==> config.mk <==
export PLATFORM = sky130hd
export DESIGN_NAME = pdp_phased_ram
export DESIGN_NICKNAME = d
export VERILOG_FILES = /design/src/rtl/pdp_pkg.sv /design/src/rtl/pdp_phase.sv /design/src/rtl/pdp_bank.sv /design/src/rtl/pdp_hold.sv /design/src/rtl/pdp_phased_ram.sv
export SDC_FILE = /design/constraint.sdc
export NUM_CORES = 1
export LEC_CHECK = 0
export BUFFER_PORTS_ARGS = -buffer_cell sky130_fd_sc_hd__buf_4
export CAP_MARGIN = 30
export CORE_MARGIN = 2
export CORE_UTILIZATION = 30
export DETAILED_ROUTE_END_ITERATION = 6
export PLACE_DENSITY_LB_ADDON = 0.12
export SYNTH_ARGS = -nofsm -noshare
export SYNTH_HDL_FRONTEND = slang
export SYNTH_SLANG_ARGS = --single-unit
==> constraint.sdc <==
create_clock -name clk -period 5.8 [get_ports clk]
set_clock_uncertainty 0.05 [all_clocks]
set_input_delay 1.16 -clock clk [delete_from_list [all_inputs] [get_ports clk]]
set_output_delay 1.16 -clock clk [all_outputs]
set_load 0.01 [all_outputs]
==> src/rtl/pdp_pkg.sv <==
package pdp_pkg;
  localparam int unsigned NUM_BANKS = 2;

  typedef enum logic {
    BANK_LEAD  = 1'b0,
    BANK_TRAIL = 1'b1
  } bank_role_e;
endpackage

==> src/rtl/pdp_phase.sv <==
module pdp_phase #(
  parameter bit WR_PHASE = 1'b0
) (
  input  logic clk,
  input  logic rst_n,
  output logic slot
);
  logic phase_q;
  logic phase_d;

  always_comb begin
    phase_d = ~phase_q;
  end

  always_ff @(posedge clk or negedge rst_n) begin
    if (!rst_n) phase_q <= 1'b0;
    else        phase_q <= phase_d;
  end

  assign slot = (phase_q == WR_PHASE);

  AST_SLOT_FALLS: assert property (@(posedge clk) disable iff (!rst_n)
    slot |=> !slot);
  AST_SLOT_RISES: assert property (@(posedge clk) disable iff (!rst_n)
    !slot |=> slot);
endmodule

==> src/rtl/pdp_bank.sv <==
module pdp_bank #(
  parameter int unsigned DATA_W = 8,
  parameter int unsigned ADDR_W = 4
) (
  input  logic              clk,
  input  logic              rst_n,
  input  logic              we,
  input  logic              re,
  input  logic [ADDR_W-1:0] addr,
  input  logic [DATA_W-1:0] wdata,
  output logic [DATA_W-1:0] rdata,
  input  logic [ADDR_W-1:0] peek0_addr,
  output logic [DATA_W-1:0] peek0_data,
  input  logic [ADDR_W-1:0] peek1_addr,
  output logic [DATA_W-1:0] peek1_data
);
  localparam int unsigned DEPTH = 1 << ADDR_W;

  logic [DATA_W-1:0] mem [DEPTH];
  logic [DATA_W-1:0] rdata_q;
  logic [DATA_W-1:0] rdata_d;

  always_ff @(posedge clk) begin
    if (we) mem[addr] <= wdata;
  end

  always_comb begin
    rdata_d = rdata_q;
    if (re) rdata_d = mem[addr];
  end

  always_ff @(posedge clk or negedge rst_n) begin
    if (!rst_n) rdata_q <= '0;
    else        rdata_q <= rdata_d;
  end

  assign rdata      = rdata_q;
  assign peek0_data = mem[peek0_addr];
  assign peek1_data = mem[peek1_addr];

  AST_SINGLE_PORT: assert property (@(posedge clk) disable iff (!rst_n)
    !(we && re));
endmodule

==> src/rtl/pdp_hold.sv <==
module pdp_hold #(
  parameter int unsigned DATA_W = 8,
  parameter int unsigned ADDR_W = 4
) (
  input  logic              clk,
  input  logic              rst_n,
  input  logic              load,
  input  logic [ADDR_W-1:0] addr_in,
  input  logic [DATA_W-1:0] data_in,
  output logic              valid,
  output logic [ADDR_W-1:0] addr,
  output logic [DATA_W-1:0] data
);
  logic              valid_q, valid_d;
  logic [ADDR_W-1:0] addr_q, addr_d;
  logic [DATA_W-1:0] data_q, data_d;

  always_comb begin
    valid_d = load;
    addr_d  = addr_q;
    data_d  = data_q;
    if (load) begin
      addr_d = addr_in;
      data_d = data_in;
    end
  end

  always_ff @(posedge clk or negedge rst_n) begin
    if (!rst_n) valid_q <= 1'b0;
    else        valid_q <= valid_d;
  end

  always_ff @(posedge clk) begin
    addr_q <= addr_d;
    data_q <= data_d;
  end

  assign valid = valid_q;
  assign addr  = addr_q;
  assign data  = data_q;

  AST_HOLD_ONE_CYCLE: assert property (@(posedge clk) disable iff (!rst_n)
    valid_q |=> !valid_q);
endmodule

==> src/rtl/pdp_phased_ram.sv <==
module pdp_phased_ram #(
  parameter int unsigned DATA_W      = 8,
  parameter int unsigned ADDR_W      = 4,
  parameter bit          WR_PHASE    = 1'b0,
  parameter bit          TRANSPARENT = 1'b1
) (
  input  logic              clk,
  input  logic              rst_n,
  input  logic              wr_en,
  input  logic [ADDR_W-1:0] wr_addr,
  input  logic [DATA_W-1:0] wr_data,
  output logic              wr_slot,
  input  logic [ADDR_W-1:0] rd_addr,
  output logic [DATA_W-1:0] rd_data,
  input  logic [ADDR_W-1:0] dbg_addr,
  output logic [DATA_W-1:0] dbg_lead_data,
  output logic [DATA_W-1:0] dbg_trail_data
);
  import pdp_pkg::*;

  logic              slot;
  logic              wr_acc;
  logic              hold_valid;
  logic [ADDR_W-1:0] hold_addr;
  logic [DATA_W-1:0] hold_data;

  logic              bank_we   [NUM_BANKS];
  logic              bank_re   [NUM_BANKS];
  logic [ADDR_W-1:0] bank_addr [NUM_BANKS];
  logic [DATA_W-1:0] bank_wdat [NUM_BANKS];
  logic [DATA_W-1:0] bank_rdat [NUM_BANKS];
  logic [DATA_W-1:0] bank_dbg  [NUM_BANKS];
  logic [DATA_W-1:0] bank_chk  [NUM_BANKS];

  bank_role_e        rd_src_q, rd_src_d;
  logic              byp_hit;
  logic [DATA_W-1:0] byp_data;

  pdp_phase #(.WR_PHASE(WR_PHASE)) u_phase (
    .clk   (clk),
    .rst_n (rst_n),
    .slot  (slot)
  );

  assign wr_slot = slot;
  assign wr_acc  = wr_en && slot;

  pdp_hold #(.DATA_W(DATA_W), .ADDR_W(ADDR_W)) u_hold (
    .clk     (clk),
    .rst_n   (rst_n),
    .load    (wr_acc),
    .addr_in (wr_addr),
    .data_in (wr_data),
    .valid   (hold_valid),
    .addr    (hold_addr),
    .data    (hold_data)
  );

  for (genvar b = 0; b < NUM_BANKS; b++) begin : g_bank
    if (b == int'(BANK_LEAD)) begin : g_lead
      always_comb begin
        bank_we[b]   = wr_acc;
        bank_re[b]   = !slot;
        bank_addr[b] = slot ? wr_addr : rd_addr;
        bank_wdat[b] = wr_data;
      end
    end else begin : g_trail
      always_comb begin
        bank_we[b]   = hold_valid;
        bank_re[b]   = slot;
        bank_addr[b] = hold_valid ? hold_addr : rd_addr;
        bank_wdat[b] = hold_data;
      end
    end

    pdp_bank #(.DATA_W(DATA_W), .ADDR_W(ADDR_W)) u_bank (
      .clk        (clk),
      .rst_n      (rst_n),
      .we         (bank_we[b]),
      .re         (bank_re[b]),
      .addr       (bank_addr[b]),
      .wdata      (bank_wdat[b]),
      .rdata      (bank_rdat[b]),
      .peek0_addr (dbg_addr),
      .peek0_data (bank_dbg[b]),
      .peek1_addr (hold_addr),
      .peek1_data (bank_chk[b])
    );
  end

  assign dbg_lead_data  = bank_dbg[BANK_LEAD];
  assign dbg_trail_data = bank_dbg[BANK_TRAIL];

  always_comb begin
    rd_src_d = slot ? BANK_TRAIL : BANK_LEAD;
  end

  always_ff @(posedge clk or negedge rst_n) begin
    if (!rst_n) rd_src_q <= BANK_LEAD;
    else        rd_src_q <= rd_src_d;
  end

  if (TRANSPARENT) begin : g_bypass
    logic              byp_q, byp_d;
    logic [DATA_W-1:0] bypd_q, bypd_d;

    always_comb begin
      byp_d  = wr_acc && (rd_addr == wr_addr);
      bypd_d = bypd_q;
      if (byp_d) bypd_d = wr_data;
    end

    always_ff @(posedge clk or negedge rst_n) begin
      if (!rst_n) byp_q <= 1'b0;
      else        byp_q <= byp_d;
    end

    always_ff @(posedge clk) begin
      bypd_q <= bypd_d;
    end

    assign byp_hit  = byp_q;
    assign byp_data = bypd_q;

    AST_FORWARD_NEW: assert property (@(posedge clk) disable iff (!rst_n)
      (wr_en && wr_slot && rd_addr == wr_addr) |=> rd_data == $past(wr_data));
  end else begin : g_no_bypass
    assign byp_hit  = 1'b0;
    assign byp_data = '0;
  end

  assign rd_data = byp_hit ? byp_data : bank_rdat[rd_src_q];

  AST_ONE_WRITER: assert property (@(posedge clk) disable iff (!rst_n)
    !(bank_we[0] && bank_we[1]));
  AST_HOLD_MIRROR: assert property (@(posedge clk) disable iff (!rst_n)
    hold_valid |-> bank_chk[BANK_LEAD] == hold_data);
  AST_TRAIL_COMMIT: assert property (@(posedge clk) disable iff (!rst_n)
    hold_valid |=> bank_chk[BANK_TRAIL] == $past(hold_data));
  AST_HOLD_OFF_SLOT: assert property (@(posedge clk) disable iff (!rst_n)
    hold_valid |-> !wr_slot);
endmodule

==> summary.md, run 1 <==
| Metric | Value |
|---|---|
| Status | completed |
| Initial Util | 30.3% |
| Clk sinks | 295 |
| R2R cell count | 6 |
| FMAX | 221 MHz |
| Worst skew pair latency | 550 ps |
| Yosys top cell area share | 60.4% |
| Data arrival, critical path | 3320 ps |
| Yosys cell types | 43 |
| Post-route worst setup slack | 1270 ps |
| Multi-input gate area | 4610 sq um |
| Worst min path class | in2async |
| Root Buffer | clkbuf_16 |
| Req. time, crit path | 4590 ps |
| Syn Nets | 929 |
| Setup_tns | 0 ps |
| Async set-or-reset flop fraction in the synthesized netlist | 6.44% |
| ANT cells | 0 |
| Met3 usage | 3.54% |
| #FFs+latches synth | 295 |
| Grt met1 use | 29.0% |
| Avg Cell Area, Syn | 15.1 sq um |
| CTS Buf Count | 37 |
| P_int | 3780 uW |
| Most frequent cells after synthesis | edfxtp_1, o21ai_0, mux4_2, clkbuf_1, a41oi_1 |
| First-pass GRT wire length | 66600 um |
| Vias | 9206 |
| Largest net degree at the start of global routing | 56 |
| Crit end category | primary output |
| Port bufs | 47 |
| Count leader, synth | edfxtp_1 |
| Sw frac | 23.6% |
| Router iterations before antenna repair | 5 |
| Layout cells sized above 1 | 25.5% |
| Post-Synthesis Cell Area | 13700 sq um |
| YS warnings | 0 |
| Mapped Cells | 906 |
| LEAKAGE | 0.00485 uW |
| Area Overhead vs Synth | 15.9% |
| Top Ports | 48 |
| Sw Pwr | 1170 uW |
| GP Congestion | 0.791 |
| RSZ-0062 raised after global routing | false |
| Chip Width | 218 um |
| Power per cell area | 311 nW/um^2 |
| Die area | 47500 sq um |
| Slew headroom | 33.7% |
| EDFF count, synth | 276 |
| Busiest grt layer | met2 |
| CP Launch Type | input port |
| CTS tree | yes |
| Least-Margin Pin Slew | 990 ps |
| Post-route minimum period | 4530 ps |
| Tot GR Track Use | 19.6% |
| Final net count | 970 |
| GRT Residual Overflow | 0 |
| Wire per inst | 29.3 um |
| Max FO, Critical Path | 22 |
| Clk slew on worst S/H paths | 50 ps |
| Met2 Resource Use GR | 29.3% |
| Clock Path Buffers | 3 |
| Comb pwr share | 8.1% |
| Part of the cycle the worst path needs | 78.2% |
| R2R setup slack | 2410 ps |
| H-tree depth | 2 |
| Hold Fails Final Rpt | 0 |
| Part of the power in the clock network | 43.6% |
| Postcts setup bufs | 0 |
| Die Y | 218 um |
| Post-cts resize count | 0 |
| Sequential Power Share | 48.3% |
| Setup Crit Path Kind | in2out |
| Post-DRT Antenna Nets | 0 |
| Post-synthesis sequential area ratio | 63.8% |
| Max-Cap Viols | 0 |
| Post-synth top area cell | edfxtp_1 |
| FF-to-FF End | g_bank[0].u_bank.rdata[2] |
| Max Slew Vio Count | 0 |
| Rows | 78 |
| Fill count | 4341 |
| Hold-fix buffers, CTS | 0 |
| Routed Wire Length | 46100 um |
| Dpl hpwl | 28700 um |
| Register area | 8760 sq um |
| Critical R2R Launch | rd_src_q |
| # setup viols final | 0 |
| Initial drt markers | 1134 |
| Post-synth top flop | edfxtp_1 |
| Place WS | 1220 ps |
| Vias in the first global route | 9044 |
| Drc violations | 0 |
| Synth top area cells | edfxtp_1, mux4_2, o21ai_0, dfrtp_1, a41oi_1 |
| Peak VDD IR | 0.000206 V |
| Initial antenna violation count | 1 |
| Via density | 5.85 |
| CORE AREA | 45300 sq um |
-- power groups by stage --
stage	Combinational (uW)	Sequential [uW]	Clock, uW
2_1_floorplan	229	2420	0
3_3_place_gp	402	2430	0
3_5_place_dp	404	2430	0
4_1_cts	405	2390	2210
5_1_grt	426	2390	2300
6_report	401	2390	2160
-- layout make-up --
| class | instances | area share [%] |
|---|---|---|
| sequential | 295 | 55.1 |
| multi-input combinational | 525 | 28.9 |
| clock buffer | 50 | 6.39 |
| tap | 600 | 4.72 |
| timing repair buffer | 83 | 4.09 |
| clock inverter | 17 | 0.645 |
| inverter | 5 | 0.118 |
-- worst max-delay path, stage by stage --
cell and delay [ps]:
buf_4 420, buf_4 430, mux4_2 550, mux4_2 550
buf_4 180
-- registers in the layout, summed over array words and instances (netlist names) --
register and cells:
u_hold.data 8, byp_data 8, u_hold.addr 4, rd_src_q 1, g_bank.u_bank.rdata 16, g_bank.u_bank.mem 256, u_hold.valid 1, byp_hit 1
-- layer usage --
layer / share of wire [%] / vias to the layer above
li1: - / 3826
met1: 44 / 4833
met2: 46 / 478
met3: 7.7 / 67
met4: 2.4 / 2
met5: 0.035 / -
-- through the flow --
stage                     instances  util (%)  hold WS, ps  total power (uW)  area (sq um)
after floorplan                 906         -          394              2650         13700
after CTS                      1574      35.1          426              5010         15900
after detailed placement       1507      32.6          428              2840         14800
after global placement         1500      32.5          420              2840         14700
after global routing           1575      35.1          441              5120         15900
final                          1575      35.1          436              4950         15900
-- kinds of logic after synthesis --
kind of cell	Yosys count	share of synthesized area, %
mux	80	13.1
simple gates	112	4.51
xor+xnor	2	0.128
buf+inv	86	3.02
compound gates	331	15.4
flops	295	63.8
-- worst max path at each step --
stage                      from           endpoint  slack (ps)
finish              dbg_addr[0]  dbg_trail_data[2]        1270
global route        dbg_addr[0]  dbg_trail_data[2]        1110
CTS                 dbg_addr[0]  dbg_trail_data[2]        1230
detailed placement  dbg_addr[0]  dbg_trail_data[2]        1220
global placement    dbg_addr[0]  dbg_trail_data[2]        1230
floorplan           dbg_addr[0]   dbg_lead_data[0]        1900
-- cell usage in the layout (no fill, tap or decap), drive strengths merged, types with 15 or more instances in the layout --
cell	n
dfrtp	19
o21ai	208
nand2	19
mux4	80
clkinv	15
buf	83
a41oi	48
edfxtp	276
a21o	17
a22oi	32
clkbuf	50
nor2	34
No activity file was read; power rests on OpenSTA's default activity.
==> run 2: changes to the inputs <==
--- a/config.mk
+++ b/config.mk
@@ -5,6 +5,7 @@
 export SDC_FILE = /design/constraint.sdc
 export NUM_CORES = 1
 export LEC_CHECK = 0
+export ABC_AREA = 1
 export BUFFER_PORTS_ARGS = -buffer_cell sky130_fd_sc_hd__buf_4
 export CAP_MARGIN = 30
 export CORE_MARGIN = 2
==> constraint.sdc (replaced) <==
create_clock -name clk -period 4.7 [get_ports clk]
set_clock_uncertainty 0.05 [all_clocks]
set_input_delay 0.94 -clock clk [delete_from_list [all_inputs] [get_ports clk]]
set_output_delay 0.94 -clock clk [all_outputs]
set_load 0.01 [all_outputs]
==> run 2 against run 1 <==
Net effect: the run now ends with design-rule violations left; highest routed layer is now met4; clock power up 27%; global-route usage about the same; synthesized area up 8.2%; die area up 8.0%; utilization down 0.11 points; critical endpoint is now dbg_trail_data[7]; largest cell class unchanged.
==> summary.md, run 2 <==
| Metric | Value |
|---|---|
| Status | finished, violations left |
| Failing checks | design-rule violations |
| Initial antenna violation count | 0 (-1) |
| Vias in the first global route | 10800 (+19%) |
| Post-cts resize count | 0 (unchanged) |
| Worst skew pair latency | 550 ps (about the same) |
| Clk sinks | 295 (unchanged) |
| Wire per inst | 21.6 um (-26%) |
| Post-Synthesis Cell Area | 14800 sq um (+8.2%) |
| Least-Margin Pin Slew | 975 ps (-15.9 ps) |
| GRT Residual Overflow | 0 (unchanged) |
| CTS tree | yes |
| RSZ-0062 raised after global routing | false |
| Power per cell area | 370 nW/um^2 (+19%) |
| Rows | 81 (+3.8%) |
| Port bufs | 47 (unchanged) |
| Part of the cycle the worst path needs | 78.2% |
| Fill count | 4990 (+15%) |
| Count leader, synth | nand2_1 |
| Initial drt markers | 1143 (+0.79%) |
| Via density | 4.96 (-15%) |
| Post-synthesis sequential area ratio | 59.0% (-4.8 points) |
| Simple-gate portion of the synthesized area | 21.7% (+17 points) |
| Vias | 11500 (+25%) |
| Hold Fails Final Rpt | 0 (unchanged) |
| Tot GR Track Use | 19.6% (+0.026 points) |
| ANT cells | 0 (unchanged) |
| Leading cell type in the layout, fill and taps excluded | nand2_1 |
| Max FO, Critical Path | 27 (+23%) |
| Max Slew Vio Count | 0 (unchanged) |
| Post-synth top flop | edfxtp_1 |
| Setup_tns | 0 ps (unchanged) |
| Worst path max stage delay | 430 ps (-120 ps) |
| Yosys top cell area share | 55.8% (-4.6 points) |
| H-tree depth | 2 (unchanged) |
| LEAKAGE | 0.00714 uW (+47%) |
| Drc violations | 2 (+2) |
| Die Y | 226 um (+3.9%) |
| Post-route minimum period | 3680 ps |
| FMAX | 272 MHz |
| Dpl hpwl | 31800 um (+11%) |
| Crit-path cells | buf_4 > buf_4 > a21oi_1 > o21ai_0 > o21ai_0 > o211ai_1 > nand2_1 > buf_4 |
| Clock Path Buffers | 3 (unchanged) |
| Hold-fix buffers, CTS | 0 (unchanged) |
| GP Congestion | 0.820 (+3.7%) |
| Routed Wire Length | 50100 um (+8.6%) |
| Mapped Cells | 1597 (+76%) |
| Crit path max-delay cell type | buf_4 |
| Die area | 51300 sq um (+8.0%) |
| Router iterations before antenna repair | 7 (+2) |
| Max reg flops | 256 (unchanged) |
| Async set-or-reset flop fraction in the synthesized netlist | 6.44% (unchanged) |
| Chip Width | 226 um (+3.9%) |
| Req. time, crit path | 3710 ps (-880 ps) |
| Data arrival, critical path | 2690 ps (-630 ps) |
| Post-synth top area cell | edfxtp_1 |
| Post-Synth XOR/XNOR Area | 0.0590% (-0.069 points) |
| Area Overhead vs Synth | 15.2% |
| Highest-count cells in the layout ignoring fill and taps | nand2_1, edfxtp_1, nand3_1 |
| Final net count | 1655 (+71%) |
| Crit end category | primary output |
| Synth top area cells | edfxtp_1, nand2_1, mux2i_1, o211ai_1, dfrtp_1 |
| Most numerous cell on the critical path | buf_4 |
| Clk slew on worst S/H paths | 60 ps (about the same) |
| Largest family of logic cells by synthesized area | simple AND/OR/NAND/NOR gates |
| Yosys cell types | 29 (-33%) |
| Setup Crit Path Kind | in2out |
| EDFF count, synth | 276 (unchanged) |
| Synth Area in Compound Gates | 9.67% (-5.7 points) |
| Root Buffer | clkbuf_16 |
| Post-DRT Antenna Nets | 0 (unchanged) |
| Most frequent cells after synthesis | nand2_1, edfxtp_1, nand3_1, o21ai_0, inv_1 |
| Reg with most FFs | g_bank.u_bank.mem |
| CORE AREA | 48800 sq um (+7.9%) |
| Initial Util | 30.4% (+0.082 points) |
| Layout cells sized above 1 | 10.2% (-15 points) |
| YS warnings | 0 (unchanged) |
| Postcts setup bufs | 0 (unchanged) |
| #FFs+latches synth | 295 (unchanged) |
| Power after layout | 6330 uW (+28%) |
| Peak VDD IR | 0.000201 V (-2.5%) |
| Largest net degree at the start of global routing | 90 (+61%) |
| Worst min path class | in2async |
| Adder-Cell Fraction of Synth Area | 0% (unchanged) |
| Syn Nets | 1620 (+74%) |
| First-pass GRT wire length | 72900 um (+9.5%) |
| CP Launch Type | input port |
| Buf+Inv Stages, Crit Path | 3 (unchanged) |
| Mux share of post-synthesis cell area | 4.31% (-8.8 points) |
| Slew headroom | 34.8% (+1.1 points) |
| CTS Buf Count | 35 (-5.4%) |
| Max-Cap Viols | 0 (unchanged) |
| Avg Cell Area, Syn | 9.30 sq um (-39%) |
| Top Ports | 48 (unchanged) |
| Crit-path leading delay family | buffers and inverters |
| # setup viols final | 0 (unchanged) |
## run 2: cell types whose count changed in the layout (fill, tap and decap cells not counted), moves of 22 or more
cell and delta:
inv_1 +77, a22oi_1 -22, nand2_1 +634, o21ai_0 -113
mux4_2 -80, nand3_1 +93, a21oi_1 +55, a41oi_1 -42
o211ai_1 +65, mux2i_1 +64
## run 2: area by class of cell
| type | count | area [sq um] | share of cell area, % |
|---|---|---|---|
| clock buffer | 46 | 1000 | 5.84 |
| clock inverter | 16 | 146 | 0.856 |
| inverter | 90 | 338 | 1.97 |
| multi-input combinational | 1121 | 5310 | 31.0 |
| sequential | 295 | 8760 | 51.2 |
| tap | 664 | 831 | 4.86 |
| timing repair buffer | 89 | 722 | 4.22 |
## run 2: power breakdown
| group | switching (uW) | internal, uW |
|---|---|---|
| sequential | 34.6 | 2910 |
| clock | 1090 | 1650 |
| combinational | 448 | 188 |
## run 2: layer usage
metal  routed length [um]  part of all wire [%]  track usage, %
met1                23500                    47            28.3
met2                22200                    44            30.2
met3                 3180                   6.3            3.17
met4                 1160                   2.3            5.84
met5                    0                     0               0
## run 2: cell families (layout without fill, tap and decap cells)
kind of cell | Yosys count | in the layout
xor gates and xnor gates | 1 | 1
muxes | 64 | 64
DFF | 295 | 295
AOI/OAI and AO/OA | 247 | 247
buffers and inverters | 181 | 241
and+or+nand+nor | 809 | 809
## run 2: path summary, 6_finish.rpt
path	cells past startpoint	slack (ps)	start	endpoint
setup / recovery	8	1020	dbg_addr[1]	dbg_trail_data[7]
hold / removal	1	220	rst_n	g_bank[1].u_bank.rdata[1]
setup reg to reg	5	1470	rd_src_q	g_bank[0].u_bank.mem[3][3]
hold reg to reg	2	430	g_bank[1].u_bank.rdata[2]	g_bank[1].u_bank.rdata[2]
max in group asynchronous	1	4160	rst_n	g_bank[0].u_bank.rdata[1]
min in group clk	2	430	g_bank[1].u_bank.rdata[2]	g_bank[1].u_bank.rdata[2]
## run 2: metrics by stage
stage	instance area (sq um)	util, %	hold slack, ps	std cells	setup slack, ps
floorplan	14800	-	390	1597	886
finish	17100	35.0	219	2321	1020
detailed placement	16000	32.7	423	2259	1100
global placement	15900	32.6	417	2257	1100
CTS	17100	35.0	203	2321	1090
global route	17100	35.0	225	2321	991
==> run 3: changes to the inputs <==
==> constraint.sdc (replaced) <==
create_clock -name clk -period 3.1 [get_ports clk]
set_clock_uncertainty 0.05 [all_clocks]
set_input_delay 0.62 -clock clk [delete_from_list [all_inputs] [get_ports clk]]
set_output_delay 0.62 -clock clk [all_outputs]
set_load 0.01 [all_outputs]
==> run 3 against run 2 <==
Net effect: utilization is 0.70 points higher; highest routed layer unchanged; largest cell class unchanged; sequential power grew 51%; global-route usage shrank 0.072 points; final area grew 2.0%; critical endpoint is now dbg_lead_data[2]; the flow now finishes without violations.
==> summary.md, run 3 (synthesis gave the netlist of run 2 again) <==
| Metric | Value |
|---|---|
| Vias | 11700 (+1.2%) |
| Layout cells sized above 1 | 12.4% (+2.2 points) |
| Hold Fails Final Rpt | 0 (unchanged) |
| Clock Path Buffers | 3 (unchanged) |
| Register area | 8760 sq um (unchanged) |
| Top Ports | 48 (unchanged) |
| Area Overhead vs Synth | 17.5% |
| Worst min path class | in2reg |
| Crit end category | primary output |
| Least-Margin Pin Slew | 969 ps (-5.77 ps) |
| Max Slew Vio Count | 0 (unchanged) |
| Wire per inst | 21.0 um (-2.5%) |
| Critical path startpoint | dbg_addr[1] |
| H-tree depth | 2 (unchanged) |
| Data arrival, critical path | 2190 ps (-500 ps) |
| Largest net degree at the start of global routing | 42 (-53%) |
| CP Launch Type | input port |
| Final net count | 1699 (+2.7%) |
| Postcts setup bufs | 0 (unchanged) |
| Grt met1 use | 27.9% (-0.49 points) |
| Leading cell type in the layout, fill and taps excluded | nand2_1 |
| Hold WS | 257 ps (+38.2 ps) |
| Worst skew pair latency | 540 ps (about the same) |
| ANT cells | 0 (unchanged) |
| Root Buffer | clkbuf_16 |
| Chip Width | 226 um (unchanged) |
| Via density | 4.93 (-0.67%) |
| Dpl hpwl | 32700 um (+3.1%) |
| Power per cell area | 546 nW/um^2 (+47%) |
| Max reg flops | 256 (unchanged) |
| Vias in the first global route | 11300 (+5.3%) |
| Initial antenna violation count | 1 (+1) |
| Met3 usage | 2.77% (-0.40 points) |
| Initial drt markers | 1143 (unchanged) |
| LEAKAGE | 0.00734 uW (+2.8%) |
| Status | completed |
| Placed cell count | 2301 (+1.9%) |
| FMAX | 349 MHz |
| Met2 Resource Use GR | 31.6% (+1.4 points) |
| Slew headroom | 35.2% (+0.39 points) |
| CTS Buf Count | 36 (+2.9%) |
| Post-DRT Antenna Nets | 0 (unchanged) |
| Setup_tns | 0 ps (unchanged) |
| Hold path startpoint | wr_addr[1] |
| First-pass GRT wire length | 73600 um (+0.90%) |
| CTS tree | yes |
| Reg with most FFs | g_bank.u_bank.mem |
| Clk sinks | 295 (unchanged) |
| Setup Crit Path Kind | in2out |
| Clk slew on worst S/H paths | 50 ps (about the same) |
| Die area | 51300 sq um (unchanged) |
| CORE AREA | 48800 sq um (unchanged) |
| Die Y | 226 um (unchanged) |
| Initial Util | 30.4% (unchanged) |
| Busiest grt layer | met2 |
| Post-route minimum period | 2860 ps |
| RSZ-0062 raised after global routing | false |
| Req. time, crit path | 2430 ps (-1280 ps) |
| GRT Residual Overflow | 0 (unchanged) |
| Router iterations before antenna repair | 5 (-2) |
| Peak VDD IR | 0.000281 V (+40%) |
| Max FO, Critical Path | 24 (-11%) |
| Max-Cap Viols | 0 (unchanged) |
| Final cell count without fillers | 2365 (+1.9%) |
| Fill count | 4979 (-0.22%) |
| Tot GR Track Use | 19.6% (-0.072 points) |
| Highest-count cells in the layout ignoring fill and taps | nand2_1, edfxtp_1, buf_4 |
| Multi-input gate area | 5310 sq um (about the same) |
| Port bufs | 47 (unchanged) |
| Routed Wire Length | 49800 um (-0.61%) |
| # setup viols final | 0 (unchanged) |
| Rows | 81 (unchanged) |
| Part of the cycle the worst path needs | 92.3% |
| Drc violations | 0 (-2) |
| Critical R2R Launch | rd_src_q |
| GP Congestion | 0.847 (+3.3%) |
-- run 3: timing repair --
action	in CTS	in global routing
resized for setup	0	0
hold buffers	1	0
endpoints found under the hold margin	19	0
-- run 3: area by class of cell --
type                       instances  area share, %
sequential                       295           50.2
multi-input combinational       1121           30.4
timing repair buffer             132           6.22
clock buffer                      45           5.59
tap                              664           4.76
inverter                          90           1.94
clock inverter                    18          0.868
-- run 3: worst paths after layout --
kind	to	slack [ps]	depth (start not counted)
min in group asynchronous	g_bank[0].u_bank.rdata[4]	470	2
max in group asynchronous	g_bank[1].u_bank.rdata[5]	2290	2
worst min-delay path	u_hold.addr[1]	260	1
worst min register to register	g_bank[0].u_bank.rdata[1]	430	2
worst max register to register	g_bank[0].u_bank.mem[13][0]	430	4
worst max-delay path	dbg_lead_data[2]	240	8
-- run 3: power breakdown --
part / switching (uW) / internal [uW]
registers: 51.1 / 4410
logic: 682 / 317
clock network: 1660 / 2400
-- run 3: per-stage QoR --
stage          utilization, %  area [sq um]  power (uW)  setup WS [ps]
2_1_floorplan               -         14900        5090            380
3_3_place_gp             33.4         16300        5550            246
3_5_place_dp             33.4         16300        5550            250
4_1_cts                  35.7         17500        9620            236
5_1_grt                  35.7         17500        9860            136
6_report                 35.7         17500        9520            237
-- run 3: worst max-delay path: stages --
cell and delay [ps]:
buf_4 150, inv_2 240, buf_12 220, o21ai_0 140, o211ai_1 390, buf_4 180, nand2_1 70, buf_4 160
-- run 3: per-layer routing --
metal,part of all wire [%],up-vias,wire [um]
met5,0,-,0
met4,1.6,0,788
met3,5.0,50,2510
met1,47,5723,23600
met2,46,289,22900
li1,-,5599,-
